## config.mk

```make
export PLATFORM = sky130hd
export DESIGN_NAME = chain_frame_packer
export DESIGN_NICKNAME = d
export VERILOG_FILES = /design/src/rtl/chain_frame_packer.sv
export SDC_FILE = /design/constraint.sdc
export NUM_CORES = 1
export LEC_CHECK = 0
export BUFFER_PORTS_ARGS = -buffer_cell sky130_fd_sc_hd__buf_2
export CORE_UTILIZATION = 55
export DETAILED_ROUTE_END_ITERATION = 7
export PLACE_DENSITY = 0.73
export SLEW_MARGIN = 15
export SYNTH_ARGS = -nofsm -noshare
export SYNTH_HDL_FRONTEND = slang
export SYNTH_SLANG_ARGS = --single-unit
```

## constraint.sdc

```tcl
create_clock -name clk -period 1.98 [get_ports clk]
set_input_delay 0.099 -clock clk [delete_from_list [all_inputs] [get_ports clk]]
set_output_delay 0.099 -clock clk [all_outputs]
set_load 0.005 [all_outputs]
```

## src/rtl/chain_frame_packer.sv

```systemverilog
module chain_frame_packer #(
  parameter int ADR_W   = 2,
  parameter int VAL_W   = 8,
  parameter int PAD_W   = 4,
  parameter int HALF    = 2,
  parameter int GAP_CYC = 4
) (
  input  logic             clk,
  input  logic             rst_n,
  input  logic             cmd_valid,
  output logic             cmd_ready,
  input  logic [ADR_W-1:0] cmd_addr,
  input  logic [VAL_W-1:0] cmd_near,
  input  logic [VAL_W-1:0] cmd_far,
  output logic             spi_sclk,
  output logic             spi_mosi,
  output logic             spi_cs_n
);
  localparam int WORD_W  = ADR_W + VAL_W;
  localparam int FRAME_W = PAD_W + 2 * WORD_W;
  localparam int PH_W    = (2 * HALF > 1) ? $clog2(2 * HALF) : 1;
  localparam int CNT_W   = $clog2(FRAME_W + 1);
  localparam int GAP_W   = $clog2(GAP_CYC + 1);

  typedef enum logic [1:0] {S_IDLE, S_SHIFT, S_GAP} state_t;

  state_t             st;
  logic [FRAME_W-1:0] sr;
  logic [PH_W-1:0]    ph;
  logic [CNT_W-1:0]   bitn;
  logic [GAP_W-1:0]   gap;

  assign cmd_ready = (st == S_IDLE);
  assign spi_mosi  = sr[FRAME_W-1];

  always_ff @(posedge clk) begin
    if (!rst_n) begin
      st       <= S_IDLE;
      sr       <= '0;
      ph       <= '0;
      bitn     <= '0;
      gap      <= '0;
      spi_sclk <= 1'b0;
      spi_cs_n <= 1'b1;
    end else begin
      case (st)
        S_IDLE: if (cmd_valid) begin
          sr       <= {{PAD_W{1'b0}}, cmd_addr, cmd_far, cmd_addr, cmd_near};
          spi_cs_n <= 1'b0;
          ph       <= '0;
          bitn     <= '0;
          st       <= S_SHIFT;
        end
        S_SHIFT: begin
          ph <= ph + 1'b1;
          if (ph == PH_W'(HALF - 1)) spi_sclk <= 1'b1;
          if (ph == PH_W'(2 * HALF - 1)) begin
            spi_sclk <= 1'b0;
            ph       <= '0;
            if (bitn == CNT_W'(FRAME_W - 1)) begin
              spi_cs_n <= 1'b1;
              sr       <= '0;
              gap      <= '0;
              st       <= S_GAP;
            end else begin
              sr   <= sr << 1;
              bitn <= bitn + 1'b1;
            end
          end
        end
        S_GAP: begin
          gap <= gap + 1'b1;
          if (gap == GAP_W'(GAP_CYC - 1)) st <= S_IDLE;
        end
        default: st <= S_IDLE;
      endcase
    end
  end

  logic             sclk_q;
  logic [CNT_W:0]   rises;
  logic [GAP_W-1:0] hi_cnt;

  always_ff @(posedge clk) begin
    if (!rst_n) begin
      sclk_q <= 1'b0;
      rises  <= '0;
      hi_cnt <= GAP_W'(GAP_CYC);
    end else begin
      sclk_q <= spi_sclk;
      if (cmd_valid && cmd_ready) rises <= '0;
      else if (spi_sclk && !sclk_q) rises <= rises + 1'b1;
      if (!spi_cs_n) hi_cnt <= '0;
      else if (hi_cnt < GAP_W'(GAP_CYC)) hi_cnt <= hi_cnt + 1'b1;
    end
  end

  p_busy_not_ready_r2: assert property (@(posedge clk) disable iff (!rst_n)
    !spi_cs_n |-> !cmd_ready);
  p_sclk_idle_low_r7: assert property (@(posedge clk) disable iff (!rst_n)
    spi_cs_n |-> !spi_sclk);
  p_mosi_hold_high_r6: assert property (@(posedge clk) disable iff (!rst_n)
    spi_sclk |-> $stable(spi_mosi));
  p_edge_count_r3: assert property (@(posedge clk) disable iff (!rst_n)
    $rose(spi_cs_n) |-> (rises == (CNT_W+1)'(FRAME_W)));
  p_gap_kept_r8: assert property (@(posedge clk) disable iff (!rst_n)
    (cmd_valid && cmd_ready) |-> (hi_cnt >= GAP_W'(GAP_CYC)));
endmodule

```

==> out/qor.txt, run 1 <==
drt wl/cell: 15.8 um
hold path depth: 3
R2R cell count: 3
r2r setup slk: 230 ps
commonest non-fill, non-tap cell in the layout: dfxtp_1
GP Congestion: 0.783
CTS tree: yes
Worst Hold Class: in2reg
GR Util met1: 0.374
register bit count reported by yosys: 38
status: finished clean
asr flop ratio synth: 0
1st-iter DRT viols: 151
Max IR drop VDD: 0.000467 V
Max Slew Vio Count: 0
most frequent cells in the layout: dfxtp_1, a31oi_1, buf_2
GRT Max-Usage Layer: met2
maximum clock insertion buffer count: 2
Final Hold Viols: 0
WP data required: 1880 ps
global route overflow: 0
PortBufs: 24
clk sinks: 38
synthesized area per cell: 8.57 um2
Antenna Cells: 0
Syn. warnings: 0
first-pass GRT wire length: 7500 um
Net Count, Synth: 250
crit path kind: reg2out
min Tclk post-route: 1780 ps
P_leak: 0.779 nW
Final period util: 0.899
Power Dens Cells: 666 nW/um2
hold path startpoint: cmd_near[0]
starting density of the core: 0.575
Crit. End Element: output port
Worst Hold Path EP: sr[0]
clock root buffer: clkbuf_4
filler instances: 317
Fin Clk Skew: 9.27 ps
Clk pin slew, worst setup/hold paths: 110 ps
DRC violations left: 0
Layout Nets: 270
vias in the first global route: 1,631
max_cap viols: 0
Mapped Area: 1920 um2
cells after synthesis: 224
post-synth cell types: 44
met2 Usage GRT: 0.416
TritonCTS Buffers: 5
sequential area share after synthesis: 0.396
number of flops mapped to enable cells by yosys: 0
worst hold slack: 21.0 ps
final WL: 4590 um
Main synth FF type: dfxtp_1
Die H: 61.1 um
f_max: 562 MHz
Ports: 25
met3 usage: 0.0483
Cell Rows: 21
largest net degree at the start of global routing: 31
worst slew pin tran: 560 ps
CP startpoint kind: register
hpwl dp: 3120 um
initial antenna violation count: 0
unrepaired setup endpoints after global routing: no
core box area: 3340 um2
R2R Path End: sr[4]
final setup TNS: 0 ps
Detailed Routing Iterations Pass 1: 4
CTS H-tree lvls: 2
Crit Path Max Fanout: 15
final setup vio count: 0
DIE AREA: 3730 um2
max_slew headroom: 0.616
Arrival @ worst endpoint: 1680 ps
worst skew pair latency: 350 ps
Area Growth Syn to Fin: 11.0%
gr usage total: 0.272
Die W: 61.1 um
ANT nets after route: 0
via count: 1,853
mean number of vias per cell: 6.37
share of layout cells above drive strength 1: 0.200
worst r2r src: st[0]
[critical path: stages, from the launching register on]
cell	delay, ps
dfxtp_1	640
buf_4	290
nor2_1	70
buf_4	190
buf_2	140
[stage by stage]
step | utilization | cell area [um2] | instances | power, W | worst slack [ps]
after floorplan | - | 1920 | 224 | 0.000953 | 430
after global routing | 0.638 | 2130 | 291 | 0.00149 | 82.7
final | 0.638 | 2130 | 291 | 0.00142 | 200
after detailed placement | 0.616 | 2060 | 282 | 0.00101 | 261
after CTS | 0.637 | 2130 | 291 | 0.00143 | 217
after global placement | 0.616 | 2060 | 282 | 0.00100 | 311
[what timing repair did]
action | 4_1_cts | 5_1_grt
buffers inserted | 0 | 0
resized for setup | 0 | 1
hold buffers | 1 | 0
hold endpoints to repair | 1 | 0
endpoints found under the setup margin | 0 | 8
[report_power, final]
| part | internal [W] | switching [W] | total, W |
|---|---|---|---|
| sequential | 0.000799 | 0.0000275 | 0.000826 |
| clock | 0.000172 | 0.000250 | 0.000422 |
| combinational | 0.0000764 | 0.0000938 | 0.000170 |
[how the worst max path moves through the flow]
stage                     end     from
floorplan             bitn[3]  bitn[0]
global placement        sr[4]    st[0]
detailed placement     sr[16]    st[0]
CTS                 cmd_ready    st[0]
global route            sr[4]    st[0]
finish              cmd_ready    st[0]
[routing by layer]
layer | vias up | wire length (um)
li1 | 896 | -
met1 | 882 | 2060
met2 | 64 | 2160
met3 | 11 | 292
met4 | 0 | 76
met5 | - | 0
[cell usage after synthesis (2+ instances only)]
cell / n / share of area
a21oi_1: 15 / 0.039
a2bb2oi_1: 2 / 0.0091
a31oi_1: 29 / 0.095
buf_2: 7 / 0.018
buf_6: 2 / 0.012
clkbuf_1: 10 / 0.020
dfxtp_1: 38 / 0.40
ha_1: 5 / 0.033
inv_1: 7 / 0.014
nand2_1: 4 / 0.0078
nand2b_1: 3 / 0.0098
nand3_1: 23 / 0.060
nand3b_1: 2 / 0.0078
nand4_1: 2 / 0.0065
nor2_1: 4 / 0.0078
nor3b_1: 14 / 0.055
o211ai_1: 8 / 0.031
o21ai_0: 21 / 0.055
o221ai_1: 2 / 0.0091
or2_2: 2 / 0.0065
[state kept, by name (all words and copies together), names as in the netlist]
| name | flops |
|---|---|
| ph | 2 |
| sr | 24 |
| gap | 3 |
| spi_cs_n | 1 |
| spi_sclk | 1 |
| st | 2 |
| bitn | 5 |
[final cells by class]
cell class / instances / area, um2 / share of cell area
Multi-Input combinational cell: 158 / 1030 / 0.482
Inverter: 7 / 26.3 / 0.0123
Tap cell: 46 / 57.6 / 0.0270
Clock buffer: 7 / 55.1 / 0.0259
Timing Repair Buffer: 34 / 198 / 0.0928
Clock inverter: 1 / 5.00 / 0.00235
Sequential cell: 38 / 761 / 0.357
[kinds of logic (layout without fill, tap and decap cells)]
group	after synthesis	after routing	synth area share
adder cells (fa/ha/maj)	5	5	0.0326
buffers and inverters	28	49	0.0698
AND/OR/NAND/NOR	66	66	0.215
AO/OA/AOI/OAI	86	86	0.281
multiplexers	1	1	0.00522
flip-flops	38	38	0.396
(Power assumes the default switching activity.)
==> inputs of run 2 (changes only) <==
- CORE_MARGIN: default -> 8
==> run 2 against run 1 <==
Combinational power grew 2%. Core utilization down 0.60 points. Non-clock buffer count unchanged. Routed wire length grew 5.2%. Sequential share of layout area is 0.34 points higher. Die area increased by 51%. Global-route usage decreased by 9.4 points. Via count fell by 0.11%. Hold slack better by 1.5 ps.
==> out/qor.txt, run 2 (synthesis gave the netlist of run 1 again) <==
status: finished clean
Clk pin slew, worst setup/hold paths: 110 ps
max_cap viols: 0
Final period util: 0.878
biggest regs: sr x24, bitn x5, gap x3
hpwl dp: 3300 um
worst skew pair latency: 350 ps
P_leak: 0.770 nW
hold buffers post-CTS: 0
Seq pwr share: 0.595
CP startpoint kind: register
Crit Path Max Fanout: 9
post-CTS repair timing setup buffer count: 0
f_max: 575 MHz
r2r setup slk: 240 ps
GP Congestion: 0.812
P_sw: 0.000376 W
Die W: 75.1 um
starting density of the core: 0.575
first-pass GRT wire length: 7900 um
slowest CP cell: a311o_1
Final Core Density: 0.632
CP Cell Sequence: ha_1 > nand4b_2 > a311o_1 > o221a_1
clock root buffer: clkbuf_4
Worst Hold Class: in2reg
Area Growth Syn to Fin: 9.91%
Fin Clk Skew: 9.71 ps
Worst setup endpoint: sr[4]
via count: 1,851
global route overflow: 0
DIE AREA: 5640 um2
max_slew headroom: 0.625
Power Dens Cells: 657 nW/um2
final WL: 4830 um
Biggest register: sr
CTS H-tree lvls: 2
initial antenna violation count: 0
Die H: 75.1 um
gr usage total: 0.178
R2R cell count: 4
Max Slew Vio Count: 0
share of layout cells above drive strength 1: 0.193
vias in the first global route: 1,788
filler instances: 309
worst slew pin tran: 547 ps
P_int: 0.00101 W
Max IR drop VDD: 0.000372 V
core box area: 3340 um2
unrepaired setup endpoints after global routing: no
drt wl/cell: 16.6 um
most frequent cells in the layout: dfxtp_1, a31oi_1, buf_2
clk sinks: 38
Arrival @ worst endpoint: 1980 ps
Ports: 25
critical path's top delay family: compound AO/OA/AOI/OAI gates
critical path depth: 4
Detailed Routing Iterations Pass 1: 4
Clk pwr share: 0.280
DRC violations left: 0
maximum clock insertion buffer count: 2
PortBufs: 24
Switching Share: 0.271
cts repair resizes: 0
CTS tree: yes
min Tclk post-route: 1740 ps
Logic pwr share: 0.126
ANT nets after route: 0
biggest cell delay along the critical path: 430 ps
commonest non-fill, non-tap cell in the layout: dfxtp_1
Antenna Cells: 0
worst r2r src: bitn[0]
Buf/Inv on CP: 0
crit path kind: reg2reg
mean number of vias per cell: 6.38
final setup vio count: 0
max FFs per register: 24
final setup TNS: 0 ps
R2R Path End: sr[4]
Layout Nets: 270
largest net degree at the start of global routing: 30
Crit. End Element: register
1st-iter DRT viols: 205
TritonCTS Buffers: 5
WP data required: 2220 ps
multi-input combinational cell area: 1020 um2
critical path startpoint: bitn[0]
sequential cell area: 761 um2
Cell Rows: 21
Final Hold Viols: 0
run 2: final cells by class:
| class | instances | share of cell area |
|---|---|---|
| Clock buffer | 7 | 0.0214 |
| Timing Repair Buffer | 34 | 0.0925 |
| Multi-Input combinational cell | 158 | 0.486 |
| Inverter | 7 | 0.0125 |
| Tap cell | 46 | 0.0273 |
| Sequential cell | 38 | 0.361 |
run 2: metal layers:
metal | vias to the layer above | global-route usage | wire length [um]
li1 | 889 | - | -
met1 | 891 | 0.214 | 2140
met2 | 60 | 0.291 | 2330
met3 | 11 | 0.0306 | 247
met4 | 0 | 0.100 | 109
met5 | - | 0 | 0
run 2: power groups by stage:
stage	Sequential, W	Combinational [W]	Clock (W)
finish	0.000824	0.000174	0.000388
global route	0.000829	0.000189	0.000414
CTS	0.000823	0.000173	0.000391
detailed placement	0.000840	0.000173	0
global placement	0.000838	0.000167	0
floorplan	0.000830	0.000123	0
run 2: metrics by stage:
stage	cell area, um2	worst slack, ps	std cells	power, W	hold slack [ps]
after floorplan	1920	430	224	0.000953	251
after global placement	2060	341	283	0.00101	377
after detailed placement	2060	274	283	0.00101	387
after CTS	2110	260	290	0.00139	19.6
after global routing	2110	127	290	0.00143	23.1
final	2110	242	290	0.00139	22.5
run 2: worst register-to-register path, delay by kind of cell (launching register included):
family / cells / cell delay, ps
AO/OA/AOI/OAI: 2 / 640
AND/OR/NAND/NOR: 1 / 300
adder cells (fa/ha/maj): 1 / 300
flip-flops: 1 / 400
run 2: how the worst min path moves through the flow:
stage / startpoint / endpoint / slack [ps] / cells past startpoint
floorplan: cmd_near[0] / sr[0] / 250 / 2
CTS: cmd_near[0] / sr[0] / 20 / 3
global route: cmd_near[0] / sr[0] / 20 / 3
detailed placement: cmd_near[0] / sr[0] / 390 / 3
global placement: cmd_addr[1] / sr[19] / 380 / 3
finish: cmd_near[0] / sr[0] / 20 / 3
==> inputs of run 3 (changes only) <==
- clock period: 1.98 -> 2.02 ns (I/O delays scaled with it)
==> run 3 against run 2 <==
Register-to-register slack better by 96 ps. Hold slack better by 8.7 ps. Clock power is 3% higher. Clock skew decreased by 5.4 ps. Non-clock buffer count up 2. Final cell count increased by 0.34%. Combinational power about the same. Final area grew 1.1%. Global-route usage grew 0.74 points. Critical endpoint is now sr[9]. Largest cell class unchanged.
==> out/qor.txt, run 3 (synthesis gave the netlist of run 1 again) <==
status: finished clean
Die H: 75.1 um
gr usage total: 0.185
P_leak: 0.784 nW
min Tclk post-route: 1680 ps
final setup vio count: 0
Crit Path Max Fanout: 19
worst hold slack: 31.2 ps
Clk pin slew, worst setup/hold paths: 110 ps
PortBufs: 24
final WL: 4890 um
Fin Clk Skew: 4.28 ps
Area Growth Syn to Fin: 11.1%
sequential cell area: 761 um2
Cell Rows: 21
filler instances: 322
core box area: 3340 um2
via count: 1,842
cts repair resizes: 0
Biggest register: sr
total power: 0.00138 W
Ports: 25
mean number of vias per cell: 6.33
hpwl dp: 3390 um
starting density of the core: 0.575
Worst Hold Class: in2reg
Power Dens Cells: 648 nW/um2
global route overflow: 0
multi-input combinational cell area: 1020 um2
WP data required: 2290 ps
Antenna Cells: 0
drt wl/cell: 16.8 um
share of layout cells above drive strength 1: 0.200
hold path depth: 3
f_max: 595 MHz
TritonCTS Buffers: 5
max FFs per register: 24
CP startpoint kind: register
Layout Nets: 272
GP Congestion: 0.826
worst slew pin tran: 611 ps
max_cap viols: 0
1st-iter DRT viols: 250
CTS tree: yes
max_slew headroom: 0.592
commonest non-fill, non-tap cell in the layout: dfxtp_1
Final Hold Viols: 0
initial antenna violation count: 0
final setup TNS: 0 ps
worst skew pair latency: 350 ps
ANT nets after route: 0
Crit. End Element: register
Final Core Density: 0.639
first-pass GRT wire length: 8230 um
vias in the first global route: 1,866
crit path kind: reg2reg
maximum clock insertion buffer count: 2
biggest regs: sr x24, bitn x5, gap x3
Max Slew Vio Count: 0
largest net degree at the start of global routing: 22
dpl cells: 284
Max IR drop VDD: 0.000329 V
Die W: 75.1 um
clk sinks: 38
most frequent cells in the layout: dfxtp_1, a31oi_1, buf_2
DIE AREA: 5640 um2
clock root buffer: clkbuf_4
CTS H-tree lvls: 2
Arrival @ worst endpoint: 1950 ps
Detailed Routing Iterations Pass 1: 4
Finished Layout Cells: 291
R2R cell count: 5
DRC violations left: 0
Final period util: 0.833
unrepaired setup endpoints after global routing: no
[run 3: cell count changes in the layout (fill, tap and decap cells not counted)]
cell           previous run  this run
clkbuf_1                  2         0
buf_4                    10        11
clkbuf_8                  0         1
dlygate4sd3_1             0         1
[run 3: per-stage QoR]
step	setup WS, ps	instance area [um2]
4_1_cts	313	2130
2_1_floorplan	470	1920
5_1_grt	186	2130
6_report	338	2130
3_3_place_gp	393	2070
3_5_place_dp	336	2070
[run 3: metal layers]
layer | GRT usage | vias up | routed length, um
met5 | 0 | - | 0
met4 | 0.0761 | 0 | 47
met3 | 0.0533 | 5 | 310
met2 | 0.299 | 62 | 2340
met1 | 0.223 | 883 | 2200
li1 | - | 892 | -
[run 3: final timing paths]
path | from | endpoint | slack (ps)
setup / recovery | ph[0] | sr[9] | 340
hold / removal | cmd_near[2] | sr[2] | 30
setup reg to reg | ph[0] | sr[9] | 340
hold reg to reg | sr[20] | sr[21] | 480
[run 3: area by class of cell]
class                   instances  share of cell area
well taps                      46              0.0270
repair buffers                 36              0.0997
clock buffers                   6              0.0240
flip-flops and latches         38               0.357
multi-input cells             158               0.480
inverters                       7              0.0123
[run 3: what timing repair did]
action                                 CTS  global route
buffers inserted                         0             0
hold buffers                             1             0
endpoints found under the hold margin    1             0
[run 3: where the power goes]
part / internal, W / total [W] / switching [W]
clock network: 0.000157 / 0.000401 / 0.000244
logic: 0.0000763 / 0.000173 / 0.0000971
registers: 0.000783 / 0.000807 / 0.0000241
total: 0.00102 / 0.00138 / 0.000365
[run 3: critical path, stage by stage (launching register included)]
cell and delay, ps:
dfxtp_1 400, ha_1 280, and3b_1 340, buf_4 280, nand2_1 110, o221ai_1 180
